==> src/rtl/prsc_pkg.sv <==
package prsc_pkg;

    typedef enum logic [1:0] {
        PS_ACTIVE = 2'd0,
        PS_NORMAL = 2'd1,
        PS_DEEP   = 2'd2
    } pstate_e;

    localparam logic [1:0] COV_HALF    = 2'd0;
    localparam logic [1:0] COV_QUARTER = 2'd1;
    localparam logic [1:0] COV_EIGHTH  = 2'd2;
    localparam logic [1:0] COV_NONE    = 2'd3;

endpackage

==> src/rtl/prsc_mode_reg.sv <==
module prsc_mode_reg
    import prsc_pkg::*;
(
    input  logic       clk,
    input  logic       rst_n,
    input  logic       mr_we,
    input  logic [1:0] mr_density,
    output logic [1:0] density_q,
    output logic       valid_q,
    output logic [1:0] eff_density
);

    typedef struct packed {
        logic [1:0] dens;
        logic       valid;
    } mr_t;

    mr_t mr_d, mr_q;

    always_comb begin
        mr_d = mr_q;
        if (mr_we) begin
            mr_d.dens  = mr_density;
            mr_d.valid = 1'b1;
        end
    end

    always_ff @(posedge clk or negedge rst_n) begin
        if (!rst_n) begin
            mr_q <= '{dens: COV_NONE, valid: 1'b0};
        end else begin
            mr_q <= mr_d;
        end
    end

    assign density_q   = mr_q.dens;
    assign valid_q     = mr_q.valid;
    // An unwritten code counts as no coverage.
    assign eff_density = mr_q.valid ? mr_q.dens : COV_NONE;


    wr_capture_chk: assert property (@(posedge clk) disable iff (!rst_n)
        mr_we |=> (valid_q && density_q == $past(mr_density)));


    code_hold_chk: assert property (@(posedge clk) disable iff (!rst_n)
        !mr_we |=> ($stable(density_q) && $stable(valid_q)));

endmodule

==> src/rtl/prsc_state_track.sv <==
module prsc_state_track
    import prsc_pkg::*;
(
    input  logic       clk,
    input  logic       rst_n,
    input  logic       cs_n,
    input  logic       cs2,
    input  logic       init_done,
    input  logic [1:0] eff_density,
    output pstate_e    pstate_q,
    output logic       init_req_q
);

    typedef struct packed {
        pstate_e st;
        logic    init_req;
    } trk_t;

    trk_t trk_d, trk_q;
    logic leaving_deep;

    always_comb begin
        trk_d = trk_q;
        if (!cs2) begin
            trk_d.st = PS_DEEP;
        end else if (cs_n) begin
            trk_d.st = PS_NORMAL;
        end else begin
            trk_d.st = PS_ACTIVE;
        end

        leaving_deep = (trk_q.st == PS_DEEP) && (trk_d.st != PS_DEEP);

        // A set caused by a lossy exit has priority over a clear.
        if (leaving_deep && (eff_density == COV_NONE)) begin
            trk_d.init_req = 1'b1;
        end else if (init_done) begin
            trk_d.init_req = 1'b0;
        end
    end

    always_ff @(posedge clk or negedge rst_n) begin
        if (!rst_n) begin
            trk_q <= '{st: PS_ACTIVE, init_req: 1'b1};
        end else begin
            trk_q <= trk_d;
        end
    end

    assign pstate_q   = trk_q.st;
    assign init_req_q = trk_q.init_req;


    deep_entry_chk: assert property (@(posedge clk) disable iff (!rst_n)
        !cs2 |=> (pstate_q == PS_DEEP));


    clear_cause_chk: assert property (@(posedge clk) disable iff (!rst_n)
        $fell(init_req_q) |-> $past(init_done));


    set_cause_chk: assert property (@(posedge clk) disable iff (!rst_n)
        $rose(init_req_q) |-> ($past(pstate_q) == PS_DEEP && $past(eff_density) == COV_NONE));

endmodule

==> src/rtl/prsc_row_counter.sv <==
module prsc_row_counter
    import prsc_pkg::*;
#(
    parameter int ROW_W = 14
) (
    input  logic             clk,
    input  logic             rst_n,
    input  logic             refresh_tick,
    input  pstate_e          pstate,
    input  logic [1:0]       eff_density,
    output logic [ROW_W-1:0] row_q,
    output logic             refresh_on
);

    localparam logic [ROW_W:0] ROW_ONE  = (ROW_W+1)'(1);
    localparam logic [ROW_W:0] LIM_HALF = ROW_ONE << (ROW_W - 1);
    localparam logic [ROW_W:0] LIM_QTR  = ROW_ONE << (ROW_W - 2);
    localparam logic [ROW_W:0] LIM_EGH  = ROW_ONE << (ROW_W - 3);

    typedef struct packed {
        logic [ROW_W-1:0] row;
    } cnt_t;

    cnt_t cnt_d, cnt_q;
    logic [ROW_W:0] win_lim;
    logic [ROW_W:0] row_plus;
    logic           in_deep;
    logic           stopped;

    always_comb begin
        unique case (eff_density)
            COV_HALF:    win_lim = LIM_HALF;
            COV_QUARTER: win_lim = LIM_QTR;
            COV_EIGHTH:  win_lim = LIM_EGH;
            default:     win_lim = '0;
        endcase
    end

    assign in_deep    = (pstate == PS_DEEP);
    assign stopped    = in_deep && (eff_density == COV_NONE);
    assign row_plus   = {1'b0, cnt_q.row} + ROW_ONE;
    assign refresh_on = !stopped;

    always_comb begin
        cnt_d = cnt_q;
        if (refresh_tick && !stopped) begin
            if (in_deep && (row_plus >= win_lim)) begin
                cnt_d.row = '0;
            end else begin
                cnt_d.row = row_plus[ROW_W-1:0];
            end
        end
    end

    always_ff @(posedge clk or negedge rst_n) begin
        if (!rst_n) begin
            cnt_q <= '{row: '0};
        end else begin
            cnt_q <= cnt_d;
        end
    end

    assign row_q = cnt_q.row;


    row_idle_chk: assert property (@(posedge clk) disable iff (!rst_n)
        !refresh_tick |=> $stable(row_q));


    row_stopped_chk: assert property (@(posedge clk) disable iff (!rst_n)
        (pstate == PS_DEEP && eff_density == COV_NONE) |=> $stable(row_q));


    row_window_chk: assert property (@(posedge clk) disable iff (!rst_n)
        (in_deep && eff_density != COV_NONE && refresh_tick) |=>
            ({1'b0, row_q} < $past(win_lim)));

endmodule

==> src/rtl/pr_standby_ctrl.sv <==
module pr_standby_ctrl
    import prsc_pkg::*;
#(
    parameter int ROW_W = 14
) (
    input  logic             clk,
    input  logic             rst_n,
    input  logic             cs_n,
    input  logic             cs2,
    input  logic             mr_we,
    input  logic [1:0]       mr_density,
    input  logic             refresh_tick,
    input  logic             init_done,
    input  logic             acc_req,
    output logic             acc_grant,
    output logic [1:0]       pwr_state,
    output logic [ROW_W-1:0] refresh_row,
    output logic             refresh_on,
    output logic             init_required,
    output logic             density_valid,
    output logic [1:0]       density_code
);

    logic [1:0] eff_density;
    pstate_e    pstate;
    logic       init_req;

    prsc_mode_reg u_mode (
        .clk         (clk),
        .rst_n       (rst_n),
        .mr_we       (mr_we),
        .mr_density  (mr_density),
        .density_q   (density_code),
        .valid_q     (density_valid),
        .eff_density (eff_density)
    );

    prsc_state_track u_track (
        .clk         (clk),
        .rst_n       (rst_n),
        .cs_n        (cs_n),
        .cs2         (cs2),
        .init_done   (init_done),
        .eff_density (eff_density),
        .pstate_q    (pstate),
        .init_req_q  (init_req)
    );

    prsc_row_counter #(.ROW_W(ROW_W)) u_rows (
        .clk          (clk),
        .rst_n        (rst_n),
        .refresh_tick (refresh_tick),
        .pstate       (pstate),
        .eff_density  (eff_density),
        .row_q        (refresh_row),
        .refresh_on   (refresh_on)
    );

    assign pwr_state     = pstate;
    assign init_required = init_req;
    assign acc_grant     = acc_req && (pstate == PS_ACTIVE) && !init_req;


    grant_blocked_chk: assert property (@(posedge clk) disable iff (!rst_n)
        ($past(init_required) && $past(!init_done)) |-> !acc_grant);

endmodule

==> config.mk <==
export PLATFORM = sky130hd
export DESIGN_NAME = pr_standby_ctrl
export DESIGN_NICKNAME = d
export VERILOG_FILES = /design/src/rtl/prsc_pkg.sv /design/src/rtl/prsc_mode_reg.sv /design/src/rtl/prsc_state_track.sv /design/src/rtl/prsc_row_counter.sv /design/src/rtl/pr_standby_ctrl.sv
export SDC_FILE = /design/constraint.sdc
export NUM_CORES = 1
export LEC_CHECK = 0
export BUFFER_PORTS_ARGS = -buffer_cell sky130_fd_sc_hd__buf_4
export CELL_PAD_IN_SITES_DETAIL_PLACEMENT = 1
export CELL_PAD_IN_SITES_GLOBAL_PLACEMENT = 1
export CORE_MARGIN = 2
export CORE_UTILIZATION = 40
export CTS_CLUSTER_DIAMETER = 50
export DETAILED_ROUTE_END_ITERATION = 10
export GPL_TIMING_DRIVEN = 0
export PLACE_DENSITY = 0.89
export SYNTH_ARGS = -nofsm -noshare
export SYNTH_HDL_FRONTEND = slang
export SYNTH_SLANG_ARGS = --single-unit
==> constraint.sdc <==
create_clock -name clk -period 2.9 [get_ports clk]
set_input_delay 0.435 -clock clk [delete_from_list [all_inputs] [get_ports clk]]
set_output_delay 0.435 -clock clk [all_outputs]
set_load 0.01 [all_outputs]
Yosys cells after proc, flatten, opt, wreduce, memory -nomap -nowiden
Index checks and enable logic that the tools add are counted.
{"block": "totals", "reg_bits": 20, "input_bits": 10}
{"block": "op_classes", "addsub": 1, "magnitude_cmp": 1, "eq_ne": 5, "mux": 7, "n_reduce_logical": 12}
{"op": "case mux 14 bit (3 select lines)", "n": 1}
{"op": "adder 14 x 1 -> 15 bit (second input constant)", "n": 1}
{"op": "greater-or-equal comparator 15 x 14 -> 1 bit", "n": 1}
{"op": "2-to-1 mux 14 bit", "n": 1}
{"op": "logical AND 1 bit", "n": 7}
{"op": "equality test 2 bit (second input constant)", "n": 3}
{"op": "logical NOT 2 bit", "n": 2}
{"op": "2-to-1 mux 2 bit", "n": 2}
{"op": "2-to-1 mux 1 bit", "n": 3}
{"op": "equality test 2 x 1 -> 1 bit (second input constant)", "n": 1}
{"op": "logical NOT 1 bit", "n": 2}
{"op": "inequality test 2 bit (second input constant)", "n": 1}
{"op": "nonzero test 2 bit", "n": 1}

Longest topological paths before layout
Gate-level depths: netlist of run 1.
{"block": "depth", "word_depth": 6, "ltp_mapped": 12}

Modules after synthesis
From an unflattened synthesis of run 1, not the netlist that was laid out.
{"block": "unflattened", "cells_unflattened": 152, "area_unflattened_um2": 1346.3}
{"module": "prsc_row_counter", "n_inst": 1, "cells_per_inst": 135, "area_each_um2": 1094.8, "seq_area_each_um2": 350.3}
{"module": "prsc_mode_reg", "n_inst": 1, "cells_per_inst": 8, "area_each_um2": 126.4, "seq_area_each_um2": 77.6}
{"module": "prsc_state_track", "n_inst": 1, "cells_per_inst": 8, "area_each_um2": 110.1, "seq_area_each_um2": 76.3}
{"module": "pr_standby_ctrl", "n_inst": 1, "cells_per_inst": 1, "area_each_um2": 15.0, "seq_area_each_um2": 0.0}

Worst setup path after synthesis of run 1
No wires, ideal clock.
{"block": "synth_path", "path_type": "register -> register", "startpoint": "register u_rows.cnt_q (netlist bit u_rows.row_q[0])", "endpoint": "register u_rows.cnt_q (netlist bit u_rows.row_q[12])", "setup_time_ns": 0.086, "t_arrival_ns": 2.250, "t_required_ns": 2.814, "setup_slack_ns": 0.564, "path_stages_with_launch": 12, "n_path_buf": 1, "path_cell_list": "dfrtp_1 > ha_1 > nand2_1 > nor2_1 > xor2_1 > ha_1 > nor2b_1 > o21a_1 > nor3_1 > nor2_1 > buf_6 > nor3_1"}
{"block": "synth_between", "elab_chain_len": 4}
{"element": "start: declaration", "line_no": "prsc_row_counter.sv:24", "text": "cnt_t cnt_d, cnt_q;"}
{"element": "start signal: assignment", "line_no": "prsc_row_counter.sv:57", "text": "cnt_q <= '{row: '0};"}
{"element": "start signal: assignment", "line_no": "prsc_row_counter.sv:59", "text": "cnt_q <= cnt_d;"}
{"element": "adder 14 x 1 -> 15 bit *", "line_no": "prsc_row_counter.sv:41", "text": "assign row_plus = {1'b0, cnt_q.row} + ROW_ONE;"}
{"element": "greater-or-equal comparator 15 x 14 -> 1 bit", "line_no": "prsc_row_counter.sv:47", "text": "if (in_deep && (row_plus >= win_lim)) begin"}
{"element": "logical AND 1 bit", "line_no": "prsc_row_counter.sv:47"}
{"element": "2-to-1 mux 14 bit *", "line_no": "prsc_row_counter.sv:47"}
Every way passes the cells marked *; elsewhere a longest branch is shown, timed or not.
A chain may end at the register's enable or synchronous reset.

Final worst setup path of run 1
{"block": "layout_path", "startpoint": "register u_rows.cnt_q (netlist bit u_rows.row_q[0])", "endpoint": "register u_rows.cnt_q (netlist bit u_rows.row_q[0])"}
The elaborated chain is that of the path after synthesis.

==> results of run 1 <==
-- report_power, final --
group / switching [mW] / total [mW] / internal [mW] / leakage (nW)
registers: 0.0777 / 0.399 / 0.321 / 0.248
clock network: 0.0977 / 0.174 / 0.0767 / 0.0210
logic: 0.124 / 0.246 / 0.122 / 0.450
total: 0.300 / 0.819 / 0.519 / 0.720
-- critical path, stage by stage, from the launching register on --
cell and delay [ns]:
dfrtp_1 0.51, and4_1 0.32, and4_2 0.30, nand3_1 0.10, xnor2_1 0.16, ha_1 0.31
nand3_1 0.11, nor2_1 0.16, o2111ai_2 0.19, o311ai_1 0.33, o211ai_1 0.14
-- metrics by stage --
stage	cell area (um2)	hold WS (ns)	setup WS (ns)
floorplan	1310	0.139	0.564
global placement	1600	0.326	0.251
detailed placement	1600	0.336	0.188
CTS	1650	0.257	0.152
finish	1660	0.256	0.161
global route	1660	0.259	0.00105
-- per-layer routing --
metal | vias up | wire length, um | global-route usage
li1 | 565 | - | -
met2 | 38 | 1900 | 0.372
met4 | 0 | 60 | 0.0497
met1 | 604 | 1510 | 0.252
met5 | - | 0 | 0
met3 | 8 | 157 | 0.0231
-- cell usage after synthesis (3+ instances only) --
master / instances / area, um2
nor2_1: 17 / 63.8
dfrtp_1: 17 / 425
ha_1: 4 / 50.1
inv_1: 3 / 11.3
nand2_1: 9 / 33.8
dfstp_2: 3 / 78.8
xor2_1: 8 / 70.1
nand4_1: 6 / 37.5
xnor2_1: 8 / 70.1
nor3_1: 7 / 35.0
nand3_1: 10 / 50.1
-- sequential cells by signal, summed over array words and instances (netlist names) --
| name | flops |
|---|---|
| u_mode.density_q | 2 |
| u_track.init_req_q | 1 |
| u_mode.valid_q | 1 |
| u_track.pstate_q | 2 |
| u_rows.row_q | 14 |
-- how the worst max path moves through the flow --
stage	to	slack (ns)
floorplan	u_rows.row_q[12]	0.56
global placement	u_rows.row_q[13]	0.25
finish	u_rows.row_q[0]	0.16
CTS	u_rows.row_q[12]	0.15
detailed placement	u_rows.row_q[12]	0.19
global route	u_rows.row_q[0]	0.001
-- repair_timing --
action                     in CTS  in global routing
hold buffers                    1                  0
hold endpoints to repair       17                  0
setup endpoints to repair       0                  4
gates resized for setup         0                  3
-- cell families (layout without fill, tap and decap cells) --
kind of cell / count (synthesis) / in the layout / share of synthesized area
xor gates and xnor gates: 16 / 16 / 0.107
and+or+nand+nor: 70 / 70 / 0.295
AOI/OAI and AO/OA: 15 / 15 / 0.0962
adders and majority gates: 4 / 4 / 0.0381
DFF: 20 / 20 / 0.384
muxes: 3 / 3 / 0.0248
buffers and inverters: 10 / 46 / 0.0552
-- cell type report --
cell class	count	share of cell area
multi-input cells	108	0.451
clock buffers	4	0.0219
repair buffers	32	0.146
plain buffers	7	0.0369
well taps	44	0.0332
inverters	3	0.00678
flip-flops and latches	20	0.304
==> results.txt, run 1 <==
GR Overflow Total = 0
Maximum clock insertion buffer count = 2
Clock Latency Late Sink = 0.32 ns
Total Routing Usage GR = 0.203
Max-cap violations = 0
Worst Path Arrival = 2.93 ns
Actual slew at the worst max-slew pin = 0.519 ns
Core box area = 3080 um2
CTS tree = yes
Max-slew violation count = 0
Gpl congestion = 0.775
Die area = 3760 um2
Top FF cell, synth = dfrtp_1
Unrepaired setup endpoints after global routing = false
Critical path data required time = 3.10 ns
DRC errors left = 0
Drt first pass iters = 4
Fmax achieved = 365 MHz
Antenna violations before repair = 0
Clock skew = 0.00906 ns
Ports = 32
First-pass GRT wire length = 5650 um
Setup violators final = 0
Row cnt = 20
Layout Nets = 189
Worst R2R Path Depth = 10
Sequential share of the synthesized area = 0.384
Number of cells produced by synthesis = 138
Mapped Nets = 152
Detailed Route Iter0 Violations = 30
Final WL = 3630 um
Syn. warnings = 0
Area grow syn2layout = 26.4%
Core Util, Final = 0.539
Hold path endpoint = u_track.init_req_q
Worst-path clk slew = 0.13 ns
Filler cell count = 374
Fin. Hold Viols = 0
Most common cell after layout, fill and taps aside = buf_4
Via-to-Cell Ratio = 5.57
Origin of the critical flop-to-flop path = u_rows.row_q[0]
Multi-input logic area = 748 um2
Most frequent cells in the layout = buf_4, nor2_1, dfrtp_1, nand3_1, nand2_1
Hold Path Class = input pin to flip-flop
Slew HR = 0.651
Final Non-Filler Cells = 218
Tcrit/Tclk final = 0.944
Fin Setup TNS = 0 ns
Root Buffer = clkbuf_4
Reg2Reg Capture Point = u_rows.row_q[0]
Initial Utilization = 0.427
Worst Setup SP = u_rows.row_q[0]
DR vias = 1,215
Depth of the worst hold-timing path = 2
Cell Area, Synth = 1310 um2
Clock Sink Count = 20
Post-CTS setup buffers = 0
Post-placement cell count = 213
ANT cells = 0
Die width = 61.3 um
Max VDD drop = 237 uV
Leakage dissipation = 0.720 nW
Post-synth EDFFs = 0
R2R Setup Slk = 0.16 ns
WL per Instance = 16.6 um
CP Class = flip-flop to flip-flop
Vert. Die Dim = 61.3 um
FFs w/ async S/R, synth = 1.00
Post-route ant nets = 0
DP Wirelength = 2600 um
Status = finished, final reports clean
Register Area = 505 um2
Port Buf Inserts = 31
CP Capture Type = flip-flop
Largest net degree at the start of global routing = 21
Hold wc startpoint = init_done
CTS Buf Count = 3
Element type at the critical path start = flip-flop
CTS H-Tree Depth = 1
Overall Power = 0.819 mW
Yosys reg bits = 20
Layout cells sized above 1 = 0.333
Minimum clock period = 2.74 ns
Average size of a mapped cell = 9.52 um2
Vias in the first global route = 1,204
PwrDens = 493 nW/um2
Unique masters post-synth = 46
Crit-path max FO = 7
Note: power is estimated with default switching activity, not from simulation.
==> inputs of run 2 (changes only) <==
--- a/config.mk
+++ b/config.mk
@@ -5,15 +5,15 @@
 export SDC_FILE = /design/constraint.sdc
 export NUM_CORES = 1
 export LEC_CHECK = 0
-export BUFFER_PORTS_ARGS = -buffer_cell sky130_fd_sc_hd__buf_4
 export CELL_PAD_IN_SITES_DETAIL_PLACEMENT = 1
 export CELL_PAD_IN_SITES_GLOBAL_PLACEMENT = 1
 export CORE_MARGIN = 2
-export CORE_UTILIZATION = 40
+export CORE_UTILIZATION = 46
 export CTS_CLUSTER_DIAMETER = 50
 export DETAILED_ROUTE_END_ITERATION = 10
+export DONT_BUFFER_PORTS = 1
 export GPL_TIMING_DRIVEN = 0
-export PLACE_DENSITY = 0.89
+export PLACE_DENSITY = 0.87
 export SYNTH_ARGS = -nofsm -noshare
 export SYNTH_HDL_FRONTEND = slang
 export SYNTH_SLANG_ARGS = --single-unit
==> run 2 against run 1 <==
  * Cell count decreased by 20%
  * Critical path depth increased by 1
  * Sequential power increased by 5.5%
  * Wire length decreased by 14%
  * Sequential cell count unchanged
  * Via count decreased by 12%
  * Fmax increased by 1.3%
  * Clock power decreased by 17%
  * Final area decreased by 15%
  * Count of clock-buffer cells in the layout unchanged
  * Non-clock buffer count decreased by 31
  * Critical endpoint unchanged
==> results.txt, run 2 (synthesized netlist as in run 1, its figures left out) <==
DP Wirelength = 2290 um (-12%)
Slew HR = 0.406 (-0.245)
CTS H-Tree Depth = 1 (unchanged)
CTS tree = yes
First-pass GRT wire length = 5320 um (-5.9%)
Max-slew violation count = 0 (unchanged)
Fin. Hold Viols = 0 (unchanged)
WL per Instance = 18.0 um (+8.1%)
Most common cell after layout, fill and taps aside = nor2_1
Gpl congestion = 0.882 (+14%)
Fin Setup TNS = 0 ns (unchanged)
Met2 WL post-DR = 1570 um (-18%)
Total Routing Usage GR = 0.211 (+0.00797)
Met3 WL post-DR = 158 um (+0.64%)
Worst-path clk slew = 0.12 ns (about the same)
ANT cells = 0 (unchanged)
Fmax achieved = 370 MHz (+1.3%)
Status = finished, final reports clean
Die area = 3300 um2 (-12%)
Root Buffer = clkbuf_4
Worst Path Arrival = 2.88 ns (-0.05 ns)
Post-route cell area = 1410 um2 (-15%)
Minimum clock period = 2.70 ns (-0.0364 ns)
DR vias = 1,070 (-12%)
Register Area = 510 um2 (+0.99%)
Post-route ant nets = 0 (unchanged)
Critical path data required time = 3.08 ns (-0.02 ns)
Setup violators final = 0 (unchanged)
Element type at the critical path start = flip-flop
Row cnt = 19 (-5.0%)
Via-to-Cell Ratio = 6.15 (+10%)
Most frequent cells in the layout = nor2_1, dfrtp_1, nand3_1, nand2_1
Hold WS = 0.183 ns (-0.0734 ns)
Layout Nets = 158 (-16%)
Max-cap violations = 0 (unchanged)
Clock skew = 0.0133 ns (+0.00421 ns)
Ports = 32 (unchanged)
Antenna violations before repair = 0 (unchanged)
Final WL = 3130 um (-14%)
CP Class = flip-flop to flip-flop
GR Overflow Total = 0 (unchanged)
Leakage dissipation = 0.554 nW (-23%)
Tcrit/Tclk final = 0.932 (-0.0126)
Port Buf Inserts = 0 (-100%)
Hold Path Class = input pin to flip-flop
Area grow syn2layout = 7.43%
Actual slew at the worst max-slew pin = 0.888 ns (+0.368 ns)
Largest net degree at the start of global routing = 21 (unchanged)
Post-placement cell count = 169 (-21%)
Multi-input logic area = 753 um2 (+0.67%)
Clock Sink Count = 20 (unchanged)
CTS Buf Count = 3 (unchanged)
Area after DPL = 1350 um2 (-16%)
Largest register FFs = 14 (unchanged)
Drt first pass iters = 4 (unchanged)
Die width = 57.4 um (-6.3%)
Initial Utilization = 0.481 (+0.0537)
DRT met1 WL = 1360 um (-10%)
Final Non-Filler Cells = 174 (-20%)
Unrepaired setup endpoints after global routing = false
Filler cell count = 312 (-17%)
Detailed Route Iter0 Violations = 17 (-43%)
PwrDens = 513 nW/um2 (+4.1%)
Vert. Die Dim = 57.4 um (-6.3%)
Vias in the first global route = 1,099 (-8.7%)
Layout cells sized above 1 = 0.217 (-0.117)
Max VDD drop = 431 uV (+82%)
Core Util, Final = 0.516 (-0.0232)
CP Capture Type = flip-flop
Clock Latency Late Sink = 0.31 ns (about the same)
Maximum clock insertion buffer count = 2 (unchanged)
Max Used Layer = met4
DRC errors left = 0 (unchanged)
Crit-path max FO = 8 (+1)
Core box area = 2730 um2 (-11%)
==> run 2: path summary, 6_finish.rpt <==
check | from | endpoint | slack, ns | cells past startpoint
worst min-delay path | init_done | u_track.init_req_q | 0.18 | 1
worst max register to register | u_rows.row_q[7] | u_rows.row_q[0] | 0.20 | 11
max in group asynchronous | rst_n | u_rows.row_q[0] | 1.62 | 1
worst min register to register | u_track.init_req_q | u_track.init_req_q | 0.53 | 2
min in group asynchronous | rst_n | u_rows.row_q[10] | 0.67 | 1
worst max-delay path | u_rows.row_q[7] | u_rows.row_q[0] | 0.20 | 11
==> run 2: power by group <==
part	switching (mW)	internal [mW]	total, mW
Combinational	0.0883	0.0699	0.158
Sequential	0.0953	0.326	0.421
Clock	0.0912	0.0537	0.145
Total	0.275	0.450	0.725
==> run 2: area by class of cell <==
class | count | share of cell area
Buffer | 7 | 0.0434
Multi-Input combinational cell | 108 | 0.534
Sequential cell | 20 | 0.362
Clock buffer | 4 | 0.0186
Inverter | 3 | 0.00798
Timing Repair Buffer | 1 | 0.00709
Tap cell | 31 | 0.0275
==> run 2: worst max-delay path, stage by stage (launching register included) <==
cell       delay (ns)
dfrtp_1          0.42
clkbuf_8         0.19
and3_1           0.21
and4_2           0.30
nand3_1          0.11
xnor2_1          0.16
ha_1             0.31
nand3_1          0.09
nor2_1           0.15
o2111ai_2        0.18
o311ai_1         0.30
o211ai_1         0.13
==> run 2: routing by layer <==
layer | up-vias | GRT usage
li1 | 504 | -
met1 | 534 | 0.265
met2 | 27 | 0.360
met3 | 5 | 0.0431
met4 | 0 | 0.0698
met5 | - | 0
==> run 2: through the flow <==
step,power (mW),setup slack [ns]
5_1_grt,0.774,0.00421
3_3_place_gp,0.550,0.212
3_5_place_dp,0.563,0.0828
4_1_cts,0.716,0.0621
2_1_floorplan,0.511,0.564
6_report,0.725,0.198
==> run 2: repair_timing <==
| item | 4_1_cts | 5_1_grt |
|---|---|---|
| resized for setup | 0 | 8 |
| hold buffers | 1 | 0 |
| setup buffers | 0 | 0 |
| endpoints found under the hold margin | 20 | 0 |
| endpoints found under the setup margin | 0 | 13 |
==> inputs of run 3 (changes only) <==
--- a/config.mk
+++ b/config.mk
@@ -8,12 +8,13 @@
 export CELL_PAD_IN_SITES_DETAIL_PLACEMENT = 1
 export CELL_PAD_IN_SITES_GLOBAL_PLACEMENT = 1
 export CORE_MARGIN = 2
-export CORE_UTILIZATION = 46
+export CORE_UTILIZATION = 50
 export CTS_CLUSTER_DIAMETER = 50
 export DETAILED_ROUTE_END_ITERATION = 10
 export DONT_BUFFER_PORTS = 1
 export GPL_TIMING_DRIVEN = 0
-export PLACE_DENSITY = 0.87
+export PLACE_DENSITY = 0.92
+export REMOVE_ABC_BUFFERS = 1
 export SYNTH_ARGS = -nofsm -noshare
 export SYNTH_HDL_FRONTEND = slang
 export SYNTH_SLANG_ARGS = --single-unit
==> constraint.sdc (replaced) <==
create_clock -name clk -period 3.34 [get_ports clk]
set_input_delay 0.501 -clock clk [delete_from_list [all_inputs] [get_ports clk]]
set_output_delay 0.501 -clock clk [all_outputs]
set_load 0.01 [all_outputs]
==> run 3 against run 2 <==
  * Non-clock buffer count shrank 6
  * Clock power is 42% higher
  * Via count grew 0.28%
  * Critical path depth down 2
  * Worst hold slack better by 0.045 ns
  * Wire length is 9.9% higher
  * Power fell by 3.5%
  * Combinational power fell by 17%
  * Die area down 7.4%
  * Count of clock-buffer cells in the layout down 1
==> results.txt, run 3 (synthesized netlist as in run 1, its figures left out) <==
Maximum clock insertion buffer count = 2 (unchanged)
Core Util, Final = 0.550 (+0.0338)
Clock skew = 0.00449 ns (-0.00879 ns)
Fmax achieved = 323 MHz (-13%)
Hold Path Class = input pin to flip-flop
Initial Utilization = 0.530 (+0.0498)
Hold WS = 0.228 ns (+0.0454 ns)
DP Wirelength = 2460 um (+7.6%)
Post-CTS setup buffers = 0 (unchanged)
DR vias = 1,073 (+0.28%)
CTS Buf Count = 3 (unchanged)
Layout Nets = 152 (-3.8%)
Die area = 3050 um2 (-7.4%)
GR Overflow Total = 0 (unchanged)
Overall Power = 0.699 mW (-3.5%)
Port Buf Inserts = 0 (unchanged)
Fin worst setup slack = 0.246 ns (+0.0478 ns)
First-pass GRT wire length = 5560 um (+4.5%)
Vias in the first global route = 1,097 (-0.18%)
# resized after CTS = 0 (unchanged)
Ports = 32 (unchanged)
Fin. Hold Viols = 0 (unchanged)
Final WL = 3440 um (+9.9%)
Root Buffer = clkbuf_4
Tcrit/Tclk final = 0.926 (-0.00531)
Area grow syn2layout = 3.71%
R2R Setup Slk = 0.25 ns (+0.05 ns)
Max-slew violation count = 0 (unchanged)
Minimum clock period = 3.09 ns (+0.392 ns)
Max-cap violations = 0 (unchanged)
Die width = 55.3 um (-3.8%)
CP Class = flip-flop to flip-flop
Largest net degree at the start of global routing = 18 (-14%)
Status = finished, final reports clean
PwrDens = 513 nW/um2 (about the same)
Critical path data required time = 3.51 ns (+0.43 ns)
Largest register FFs = 14 (unchanged)
Setup violators final = 0 (unchanged)
Fin Setup TNS = 0 ns (unchanged)
DP Worst Slack = 0.295 ns (+0.213 ns)
Max stage delay on crit path = 0.73 ns (+0.31 ns)
Actual slew at the worst max-slew pin = 0.924 ns (+0.0364 ns)
CTS tree = yes
Layout cells sized above 1 = 0.146 (-0.0708)
Leakage dissipation = 0.545 nW (-1.6%)
CP Buf/Inv Count = 0 (-1)
Core box area = 2480 um2 (-9.4%)
Element type at the critical path start = flip-flop
Clock Sink Count = 20 (unchanged)
Slew HR = 0.382 (-0.0246)
Drt first pass iters = 4 (unchanged)
WL per Instance = 20.6 um (+14%)
Max VDD drop = 346 uV (-20%)
Crit-path max FO = 12 (+4)
Crit-path most repeated cell = nor3_1
Gpl congestion = 0.808 (-8.4%)
Post-route ant nets = 0 (unchanged)
Via-to-Cell Ratio = 6.43 (+4.5%)
Slowest CP cell = nor2_1
CP Capture Type = flip-flop
Clock Latency Late Sink = 0.32 ns (about the same)
Vert. Die Dim = 55.3 um (-3.8%)
Total Routing Usage GR = 0.230 (+0.0189)
Unrepaired setup endpoints after global routing = false
Worst Path Arrival = 3.26 ns (+0.38 ns)
Antenna violations before repair = 0 (unchanged)
Detailed Route Iter0 Violations = 21 (+4)
Worst-path clk slew = 0.12 ns (about the same)
Row cnt = 18 (-1)
ANT cells = 0 (unchanged)
Most frequent cells in the layout = nor2_1, dfrtp_1, nand3_1, nand2_1
DRC errors left = 0 (unchanged)
CTS H-Tree Depth = 1 (unchanged)
Crit-path leading delay family = simple AND/OR/NAND/NOR gates
Crit-path cells = and4_1, and4_2, nand3_1, xnor2_1, ha_1, o21a_1, nor3_1, nor2_1, nor3_1
==> run 3: layout make-up <==
cell class | instances | area [um2]
clock inverters | 1 | 30.0
clock buffers | 3 | 22.5
inverters | 3 | 11.3
multi-input cells | 108 | 737
well taps | 30 | 37.5
repair buffers | 2 | 20.0
flip-flops and latches | 20 | 504
fillers | 296 | 1110
==> run 3: report_power, final <==
group / total, mW / switching [mW] / internal (mW)
combinational: 0.131 / 0.0742 / 0.0569
clock: 0.206 / 0.0846 / 0.121
sequential: 0.362 / 0.0846 / 0.277
total: 0.699 / 0.243 / 0.456
==> run 3: worst paths after layout <==
kind | startpoint | end | cells past startpoint
max reg2reg | u_rows.row_q[2] | u_rows.row_q[12] | 9
max | u_rows.row_q[2] | u_rows.row_q[12] | 9
max in group asynchronous | rst_n | u_rows.row_q[3] | 1
min | init_done | u_track.init_req_q | 1
min in group asynchronous | rst_n | u_mode.density_q[1] | 1
min reg2reg | u_track.init_req_q | u_track.init_req_q | 2
==> run 3: stage by stage <==
| stage | cells | area (um2) |
|---|---|---|
| finish | 167 | 1360 |
| CTS | 166 | 1350 |
| detailed placement | 161 | 1290 |
| global route | 167 | 1360 |
| global placement | 161 | 1290 |
| floorplan | 131 | 1250 |
==> run 3: repair_timing <==
item / in CTS / in global routing
endpoints found under the hold margin: 17 / 3
endpoints found under the setup margin: 0 / 0
hold buffers: 1 / 1
==> run 3: layer usage <==
metal	track usage	routed length [um]	vias to the layer above
li1	-	-	495
met1	0.303	1490	536
met2	0.372	1700	33
met3	0.0445	175	9
met4	0.0871	74	0
met5	0	0	-
